--- src/rtl/prbs_bist_pkg.sv ---
package prbs_bist_pkg;
  localparam int PN_W   = 23;
  localparam int PN_TAP = 5;

  // next bit of the sequence from the last PN_W bits (bit 0 newest)
  function automatic logic pn_next_bit(input logic [PN_W-1:0] s);
    return s[PN_W-1] ^ s[PN_TAP-1];
  endfunction
endpackage

--- src/rtl/prbs_pn_gen.sv ---
module prbs_pn_gen
  import prbs_bist_pkg::*;
#(
  parameter int              GW   = 10,
  parameter logic [PN_W-1:0] SEED = '1
) (
  input  logic          clk,
  input  logic          rst_n,
  input  logic          run,
  input  logic          adv,
  output logic [GW-1:0] data
);
  logic [PN_W-1:0] state_q;
  logic [PN_W-1:0] state_d;

  always_comb begin
    logic [PN_W-1:0] s;
    logic            b;
    s = state_q;
    data = '0;
    for (int i = 0; i < GW; i++) begin
      b = pn_next_bit(s);
      data[i] = b;
      s = {s[PN_W-2:0], b};
    end
    state_d = s;
  end

  always_ff @(posedge clk or negedge rst_n) begin
    if (!rst_n)    state_q <= SEED;
    else if (!run) state_q <= SEED;
    else if (adv)  state_q <= state_d;
  end

  assert_hold_data_R3: assert property (@(posedge clk) disable iff (!rst_n)
    (run && !adv) |=> (!run || $stable(data)));

  assert_nonzero_R2: assert property (@(posedge clk) disable iff (!rst_n)
    state_q != '0);
endmodule

--- src/rtl/prbs_pn_chk.sv ---
module prbs_pn_chk
  import prbs_bist_pkg::*;
#(
  parameter int GW         = 10,
  parameter int RELOCK_RUN = 8
) (
  input  logic          clk,
  input  logic          rst_n,
  input  logic          run,
  input  logic          grp_valid,
  input  logic [GW-1:0] grp_data,
  output logic          grp_err
);
  localparam int FW = $clog2(PN_W + 1);
  localparam int RW = $clog2(RELOCK_RUN + 1);

  logic [PN_W-1:0] ref_q, ref_d;
  logic [FW-1:0]   fill_q, fill_d;
  logic [RW-1:0]   errrun_q;
  logic            miss;
  logic            take;
  logic            relock;

  always_comb begin
    logic [PN_W-1:0] r;
    logic            p;
    int              f;
    r    = ref_q;
    f    = int'(fill_q);
    miss = 1'b0;
    for (int i = 0; i < GW; i++) begin
      p = pn_next_bit(r);
      if (f < PN_W) begin
        r = {r[PN_W-2:0], grp_data[i]};
        f = f + 1;
      end else begin
        miss = miss | (p ^ grp_data[i]);
        r = {r[PN_W-2:0], p};
      end
    end
    ref_d  = r;
    fill_d = FW'(f);
  end

  assign take    = run && grp_valid;
  assign grp_err = take && miss;
  assign relock  = grp_err && (int'(errrun_q) + 1 >= RELOCK_RUN);

  always_ff @(posedge clk or negedge rst_n) begin
    if (!rst_n) begin
      ref_q <= '0; fill_q <= '0; errrun_q <= '0;
    end else if (!run) begin
      ref_q <= '0; fill_q <= '0; errrun_q <= '0;
    end else if (take) begin
      ref_q <= ref_d;
      if (relock) begin
        fill_q   <= '0;
        errrun_q <= '0;
      end else begin
        fill_q   <= fill_d;
        errrun_q <= miss ? errrun_q + 1'b1 : '0;
      end
    end
  end

  assert_fill_bound_R4: assert property (@(posedge clk) disable iff (!rst_n)
    fill_q <= FW'(PN_W));

  assert_run_bound_R9: assert property (@(posedge clk) disable iff (!rst_n)
    int'(errrun_q) < RELOCK_RUN);
endmodule

--- src/rtl/prbs_err_counter.sv ---
module prbs_err_counter #(
  parameter int CNT_W = 8
) (
  input  logic             clk,
  input  logic             rst_n,
  input  logic             clr,
  input  logic             inc,
  output logic [CNT_W-1:0] count
);
  localparam logic [CNT_W-1:0] MAXV = '1;

  always_ff @(posedge clk or negedge rst_n) begin
    if (!rst_n)                     count <= '0;
    else if (clr)                   count <= '0;
    else if (inc && count != MAXV)  count <= count + 1'b1;
  end

  assert_hold_at_max_R6: assert property (@(posedge clk) disable iff (!rst_n)
    (count == MAXV && !clr) |=> count == MAXV);

  assert_step_one_R5: assert property (@(posedge clk) disable iff (!rst_n)
    !clr |=> (count == $past(count) || count == $past(count) + 1'b1));

  assert_clear_R7: assert property (@(posedge clk) disable iff (!rst_n)
    clr |=> count == '0);
endmodule

--- src/rtl/prbs23_bist.sv ---
module prbs23_bist #(
  parameter int GW         = 10,
  parameter int CNT_W      = 8,
  parameter int RELOCK_RUN = 8
) (
  input  logic             clk,
  input  logic             rst_n,
  input  logic             bist_en,
  input  logic             tx_ready,
  output logic             tx_valid,
  output logic [GW-1:0]    tx_data,
  input  logic             rx_valid,
  input  logic [GW-1:0]    rx_data,
  output logic [CNT_W-1:0] err_count
);
  logic bist_q;
  logic entry;
  logic grp_err;

  always_ff @(posedge clk or negedge rst_n) begin
    if (!rst_n) bist_q <= 1'b0;
    else        bist_q <= bist_en;
  end

  assign entry    = bist_en && !bist_q;
  assign tx_valid = bist_en;

  prbs_pn_gen #(.GW(GW)) u_gen (
    .clk(clk), .rst_n(rst_n), .run(bist_en),
    .adv(tx_valid && tx_ready), .data(tx_data)
  );

  prbs_pn_chk #(.GW(GW), .RELOCK_RUN(RELOCK_RUN)) u_chk (
    .clk(clk), .rst_n(rst_n), .run(bist_en),
    .grp_valid(rx_valid), .grp_data(rx_data), .grp_err(grp_err)
  );

  prbs_err_counter #(.CNT_W(CNT_W)) u_cnt (
    .clk(clk), .rst_n(rst_n), .clr(entry), .inc(grp_err), .count(err_count)
  );

  assert_idle_hold_R7: assert property (@(posedge clk) disable iff (!rst_n)
    !bist_en |=> $stable(err_count));

  assert_entry_clear_R7: assert property (@(posedge clk) disable iff (!rst_n)
    $rose(bist_en) |=> err_count == '0);
endmodule

--- config.mk ---
export PLATFORM = sky130hd
export DESIGN_NAME = prbs23_bist
export DESIGN_NICKNAME = d
export VERILOG_FILES = /design/src/rtl/prbs_bist_pkg.sv /design/src/rtl/prbs_pn_gen.sv /design/src/rtl/prbs_pn_chk.sv /design/src/rtl/prbs_err_counter.sv /design/src/rtl/prbs23_bist.sv
export SDC_FILE = /design/constraint.sdc
export NUM_CORES = 1
export LEC_CHECK = 0
export BUFFER_PORTS_ARGS = -buffer_cell sky130_fd_sc_hd__clkbuf_2
export CAP_MARGIN = 20
export CORE_ASPECT_RATIO = 0.9
export CORE_MARGIN = 2
export CORE_UTILIZATION = 60
export DETAILED_ROUTE_END_ITERATION = 7
export PLACE_DENSITY_LB_ADDON = 0.25
export SETUP_SLACK_MARGIN = 0.02
export SYNTH_ARGS = -nofsm -noshare
export SYNTH_HDL_FRONTEND = slang
export SYNTH_SLANG_ARGS = --single-unit
--- constraint.sdc ---
create_clock -name clk -period 19.1 [get_ports clk]
set_clock_uncertainty 0.1 [all_clocks]
set_input_delay 3.82 -clock clk [delete_from_list [all_inputs] [get_ports clk]]
set_output_delay 3.82 -clock clk [all_outputs]
set_load 0.01 [all_outputs]
Word level (Yosys, flattened, before mapping):

Index checks and enable logic that the tools add are counted.

* register bits: 64
* logic and storage cells: 123
* input bits: 15

* magnitude comparators: 11
* equal/unequal tests: 3
* muxes and demuxes: 43
* reductions and logical operators: 8
* add/sub/neg operators: 13
* bitwise gates (word level): 39

Operators by type and width (number)
* $lt A32 B6 Y1 const B: 9
* $mux W32: 9
* $add A32 B2 Y32 const B: 8
* $mux W23: 4
* $ge A32 B5 Y1 const B: 1
* $xor A1 B1 Y1: 30
* $mux W1: 20
* $mux W5: 4
* $mux W4: 4
* $mux W8: 2
* $or A1 B1 Y1: 9
* $add A8 B1 Y8 const B: 1
* $ne A8 B8 Y1 const B: 1
* $add A5 B1 Y6 const B: 1
* $logic_and A1 B1 Y1: 6
* $add A4 B1 Y5 const B: 1
* $add A5 B2 Y5 const B: 1
* $lt A5 B5 Y1 const B: 1
* $add A4 B1 Y4 const B: 1
* $ne A2 B1 Y1 const B: 2
* $reduce_bool A2 Y1: 1
* $logic_not A1 Y1: 1

Depth between registers and ports, before layout:

* depth in word-level cells: 26
* depth in mapped cells: 55
* depth with buffers taken out: 52

Cells and area by module:

A second synthesis with hierarchy kept.

* cell total of the unflattened synthesis: 611
* area, all modules: 5512.8 um2

Modules (own cells, without submodules)
* prbs_pn_chk: times used 1, area each 3861.2 um2, cells an instance 458
* prbs_pn_gen: times used 1, area each 1134.8 um2, cells an instance 100
* prbs_err_counter: times used 1, area each 464.2 um2, cells an instance 49
* prbs23_bist: times used 1, area each 52.6 um2, cells an instance 4

Worst setup path after synthesis:

OpenSTA, ideal clock, no wires.

* path type: register to register
* from: register u_chk.fill_q[3]
* to: register u_cnt.count[6]
* cell stages (with the launch flop): 54
* data arrival time: 11.537 ns
* slack: 7.343 ns
* path buffers: 4
* data required time: 18.880 ns
* clock period less this slack: 11.757 ns
* path through: dfrtp_1 -> ha_1 -> buf_4 -> xor2_1 -> and2_1 -> buf_2 -> inv_1 -> ha_1 -> o21ai_0 -> nor2_1 -> o21ai_1 -> mux2_2 -> ha_1 -> o311a_1 -> a221oi_4 -> nand2_1 -> xnor2_1 -> ha_1 -> (+18 left out) -> a21oi_1 -> mux2_2 -> ha_1 -> inv_1 -> o211ai_2 -> a21oi_2 -> mux2_2 -> ha_1 -> inv_1 -> a311oi_2 -> o31ai_1 -> and2_1 -> mux2_2 -> ha_1 -> a21o_4 -> a31o_4 -> a21o_1 -> and3_1

* word-level cells in the longest chain between the ends: 23

Ends and longest elaborated chain
* from (decl): line prbs_pn_chk.sv:18 `logic [FW-1:0] fill_q, fill_d;`
* from (signal assigned): line prbs_pn_chk.sv:60 `fill_q <= fill_d;`
* $add A5 B1 Y6 / $lt A5 B5 Y1 (equally long branches): line prbs_pn_chk.sv:35, prbs_pn_chk.sv:33
* $mux W32 / $mux W1 (equally long branches): line prbs_pn_chk.sv:33 `if (f < PN_W) begin`
* $add A32 B2 Y32 (tied with other cells): line prbs_pn_chk.sv:35 `f = f + 1;`
* $mux W32 / $mux W1 (equally long branches): line prbs_pn_chk.sv:33
* $add A32 B2 Y32 (tied with other cells): line prbs_pn_chk.sv:35
* $mux W32 / $mux W1 (equally long branches): line prbs_pn_chk.sv:33
* $add A32 B2 Y32 (tied with other cells): line prbs_pn_chk.sv:35
* $mux W32 / $mux W1 (equally long branches): line prbs_pn_chk.sv:33
* (+7 left out)
* $mux W32 / $mux W1 (equally long branches): line prbs_pn_chk.sv:33
* $add A32 B2 Y32 (tied with other cells): line prbs_pn_chk.sv:35
* $mux W32 / $mux W1 (equally long branches): line prbs_pn_chk.sv:33
* $lt A32 B6 Y1 / $or A1 B1 Y1 (equally long branches): line prbs_pn_chk.sv:33, prbs_pn_chk.sv:37
* $mux W1 (*): line prbs_pn_chk.sv:33
* $logic_and A1 B1 Y1 (*): line prbs_pn_chk.sv:46 `assign grp_err = take && miss;`
* $logic_and A1 B1 Y1 (*): line prbs_err_counter.sv:15 `else if (inc && count != MAXV) count <= count + 1'b1;`
* $reduce_bool A2 Y1 (no line) (*)
* to (signal assigned): line prbs_err_counter.sv:15
* to (decl): line prbs_err_counter.sv:8 `output logic [CNT_W-1:0] count`

Mark *: on every way between the ends. The rest lies on a longest branch, timed or not.
A chain may end at the register's enable or synchronous reset.

Final worst setup path:

* from: register u_chk.fill_q[3]
* to: register u_chk.fill_q[2]

* word-level cells in the longest chain between the ends: 25

Ends and longest elaborated chain
* $add A5 B1 Y6 / $lt A5 B5 Y1 (equally long branches): line prbs_pn_chk.sv:35, prbs_pn_chk.sv:33
* $mux W32 / $mux W1 (equally long branches): line prbs_pn_chk.sv:33
* $add A32 B2 Y32 (tied with other cells): line prbs_pn_chk.sv:35
* $mux W32 / $mux W1 (equally long branches): line prbs_pn_chk.sv:33
* $add A32 B2 Y32 (tied with other cells): line prbs_pn_chk.sv:35
* $mux W32 / $mux W1 (equally long branches): line prbs_pn_chk.sv:33
* $add A32 B2 Y32 (tied with other cells): line prbs_pn_chk.sv:35
* $mux W32 / $mux W1 (equally long branches): line prbs_pn_chk.sv:33
* (+9 left out)
* $mux W32 / $mux W1 (equally long branches): line prbs_pn_chk.sv:33
* $lt A32 B6 Y1 / $or A1 B1 Y1 (equally long branches): line prbs_pn_chk.sv:33, prbs_pn_chk.sv:37
* $mux W1: line prbs_pn_chk.sv:33
* $logic_and A1 B1 Y1: line prbs_pn_chk.sv:46
* $logic_and A1 B1 Y1: line prbs_pn_chk.sv:47 `assign relock = grp_err && (int'(errrun_q) + 1 >= RELOCK_RUN);`
* $mux W5 (*): line prbs_pn_chk.sv:56 `if (relock) begin`
* $mux W5 (*): line prbs_pn_chk.sv:54 `end else if (take) begin`
* $mux W5 (*): line prbs_pn_chk.sv:52 `end else if (!run) begin`

Mark *: on every way between the ends. The rest lies on a longest branch, timed or not. The select of a mux whose other input is x is not followed.

==> impl_results.md <==
- Most numerous cell in the Yosys netlist: nand2_1
- Full die area: 0.0102 mm2
- Max incr delay on CP: 0.76 ns
- Slew Viols, Final: 0
- Number of fill cells: between 700 and 800
- Clock Latency Late Sink: 0.34 ns
- Sequential area share after synthesis: 28.8%
- CP endpoint kind: register
- Layout Utilization: 66.3%
- Syn-to-layout area delta: 7.19%
- First-pass GRT wire length: between 20000 and 25000 um
- Final Hold Viols: 0
- Layout cell share with drive strength beyond 1: around 22%
- Most common cell on crit path: ha_1
- Setup Buffers After CTS: 0
- Met2 usage: 43.1%
- 1st-iter DRT viols: a little over 300
- Clock root cell: clkbuf_8
- Dpl ws: 5.34 ns
- Initial Util: 61.9%
- Post_cts resized: 0
- Vias in the first global route: between 4000 and 5000
- Layout Nets: 662
- Hold_buf cts: 0
- Clk sinks: 64
- Max-Cap Viols: 0
- Critical Path Start Type: register
- Largest net degree at the start of global routing: 65
- Remaining global-route overflow: 0
- Post-DP HPWL: 9740 um
- Measured slew at the worst slew-check pin: 0.901 ns
- Async S/R FF share, synth: between 90% and 100%
- Mapped cell area: 0.00567 mm2
- Distinct cells, synth: 97
- Clock Tree Buf Depth: 2
- Avg WL per Cell: 17.2 um
- Synthesis-stage register bit count: 64
- Total Wirelength: 13000 um
- Worst Path Arrival: 14.10 ns
- Period utilization: 73.1%
- DR pass1 iterations: 5
- CTS H-tree lvls: 3
- Setup ws final: 5.14 ns
- Most frequent cells after synthesis: nand2_1 (79), mux2i_1 (58), dfrtp_1 (41)
- Number of port buffers: 33
- Synthesized area per cell: 9.30 um2
- Crit path kind: reg -> reg
- Inserted Clock Buffers: 9
- Slowest CP cell: ha_1
- Area leader, netlist: dfrtp_1
- Required time of the critical path: a little under 20 ns
- YS warnings: 0
- GP Congestion: 1.01
- Min Clock Period, post-route: 13.96 ns
- GR peak layer: met2
- Number of flops mapped to enable cells by yosys: 0
- RSZ-0062 raised after global routing: no
- GR Util met1: a little under two fifths
- Drc violations: 0
- Avg Vias per Cell: 6.26
- Die width: 106 um
- Row cnt: 33
- F_max: 71.6 MHz
- I/O Pins: 34
- Top FF cell, synth: dfrtp_1
- Die H: 96.2 um
- Setup TNS: 0 ns
- Yosys top cell area share: between 10% and 20%
- Core Footprint: slightly above 0.009 mm2
- Synth area leaders: dfrtp_1 (18%), dfstp_2 (11%), mux2i_1 (10%)
- Antenna violations before repair: 0
- Critical path peak fanout: 22
- Syn_nets: 642
- Post-Synthesis Cells: 610
- Total inserted antenna cells: 0
- CTS tree: built
- Status: finished, final reports clean
- Final setup vio count: 0
- Clock transition at path regs: 0.07 ns
- Met3 Resource Use GR: 4.20%
- Normalized max-slew margin: 39.9%
- Via count: 4738
- DRT antenna net count: 0
- GRT Overall Usage: 27.0%
- Hold Crit Class: reg -> reg
-- through the flow --
stage	hold slack, ns	instances	instance area (um2)
2_1_floorplan	0.376	610	5670
3_3_place_gp	0.414	741	5880
3_5_place_dp	0.420	741	5880
4_1_cts	0.447	757	6080
5_1_grt	0.454	757	6080
6_report	0.446	757	6080
-- sequential cells by signal, indices dropped and copies added (netlist names) --
signal / cells
u_chk.errrun_q: 4
u_chk.fill_q: 5
u_cnt.count: 8
bist_q: 1
u_chk.ref_q: 23
u_gen.state_q: 23
-- worst paths after layout --
path | cells past startpoint | end | slack (ns) | start
worst max-delay path | 49 | u_chk.fill_q[2] | 5.14 | u_chk.fill_q[3]
max in group asynchronous | 2 | u_chk.errrun_q[3] | 14.84 | rst_n
min in group asynchronous | 2 | u_chk.ref_q[9] | 3.56 | rst_n
worst min-delay path | 1 | u_chk.errrun_q[3] | 0.45 | u_chk.errrun_q[3]
worst min register to register | 1 | u_chk.errrun_q[3] | 0.45 | u_chk.errrun_q[3]
worst max register to register | 49 | u_chk.fill_q[2] | 5.14 | u_chk.fill_q[3]
-- layout by cell type, fill, tap and decap left out, types with 11 or more instances in the layout --
cell,instances
and2_1,18
ha_1,16
nor2_1,22
mux2_2,12
dfstp_2,23
clkbuf_8,11
a21oi_1,19
xnor2_1,23
nand2_1,79
mux2i_1,58
nand3_1,20
dfrtp_1,41
o21ai_0,25
inv_1,28
xor2_1,14
clkbuf_2,33
nor2b_1,20
-- layout make-up --
| cell class | instances | area, um2 | share of cell area, % |
|---|---|---|---|
| timing repair buffer | 34 | 173 | 2.84 |
| multi-input combinational | 493 | 3820 | 62.8 |
| sequential | 64 | 1630 | 26.8 |
| clock buffer | 13 | 180 | 2.96 |
| inverter | 28 | 105 | 1.73 |
| clock inverter | 3 | 21.3 | 0.350 |
| tap | 122 | 153 | 2.51 |
-- critical path: cells and delay by family (launching register included) --
| family | cells | cell delay, ns |
|---|---|---|
| compound gates | 17 | 4.85 |
| xor+xnor | 2 | 0.69 |
| flops | 1 | 0.51 |
| fa+ha+maj | 9 | 3.00 |
| simple gates | 10 | 1.91 |
| mux | 6 | 2.32 |
| buf+inv | 5 | 0.46 |
-- metal layers --
metal  share of wire (%)  up-vias
met5                   0        -
met4                 2.4        0
met1                  47     2287
met3                 4.6       27
li1                    -     2275
met2                  46      149
-- logic make-up (layout without fill, tap and decap cells) --
family          Yosys count  in the layout  share of synthesized area, %
fa+ha+maj                17             17                          3.88
simple gates            220            220                          21.4
flops                    64             64                          28.8
buf+inv                  53             78                          3.95
xor+xnor                 39             39                          6.69
compound gates          145            145                          22.2
mux                      72             72                          13.1
Power is left out: the tool's default activity adds up to more than one toggle a clock period on the data nets, which glitch-free logic cannot reach.
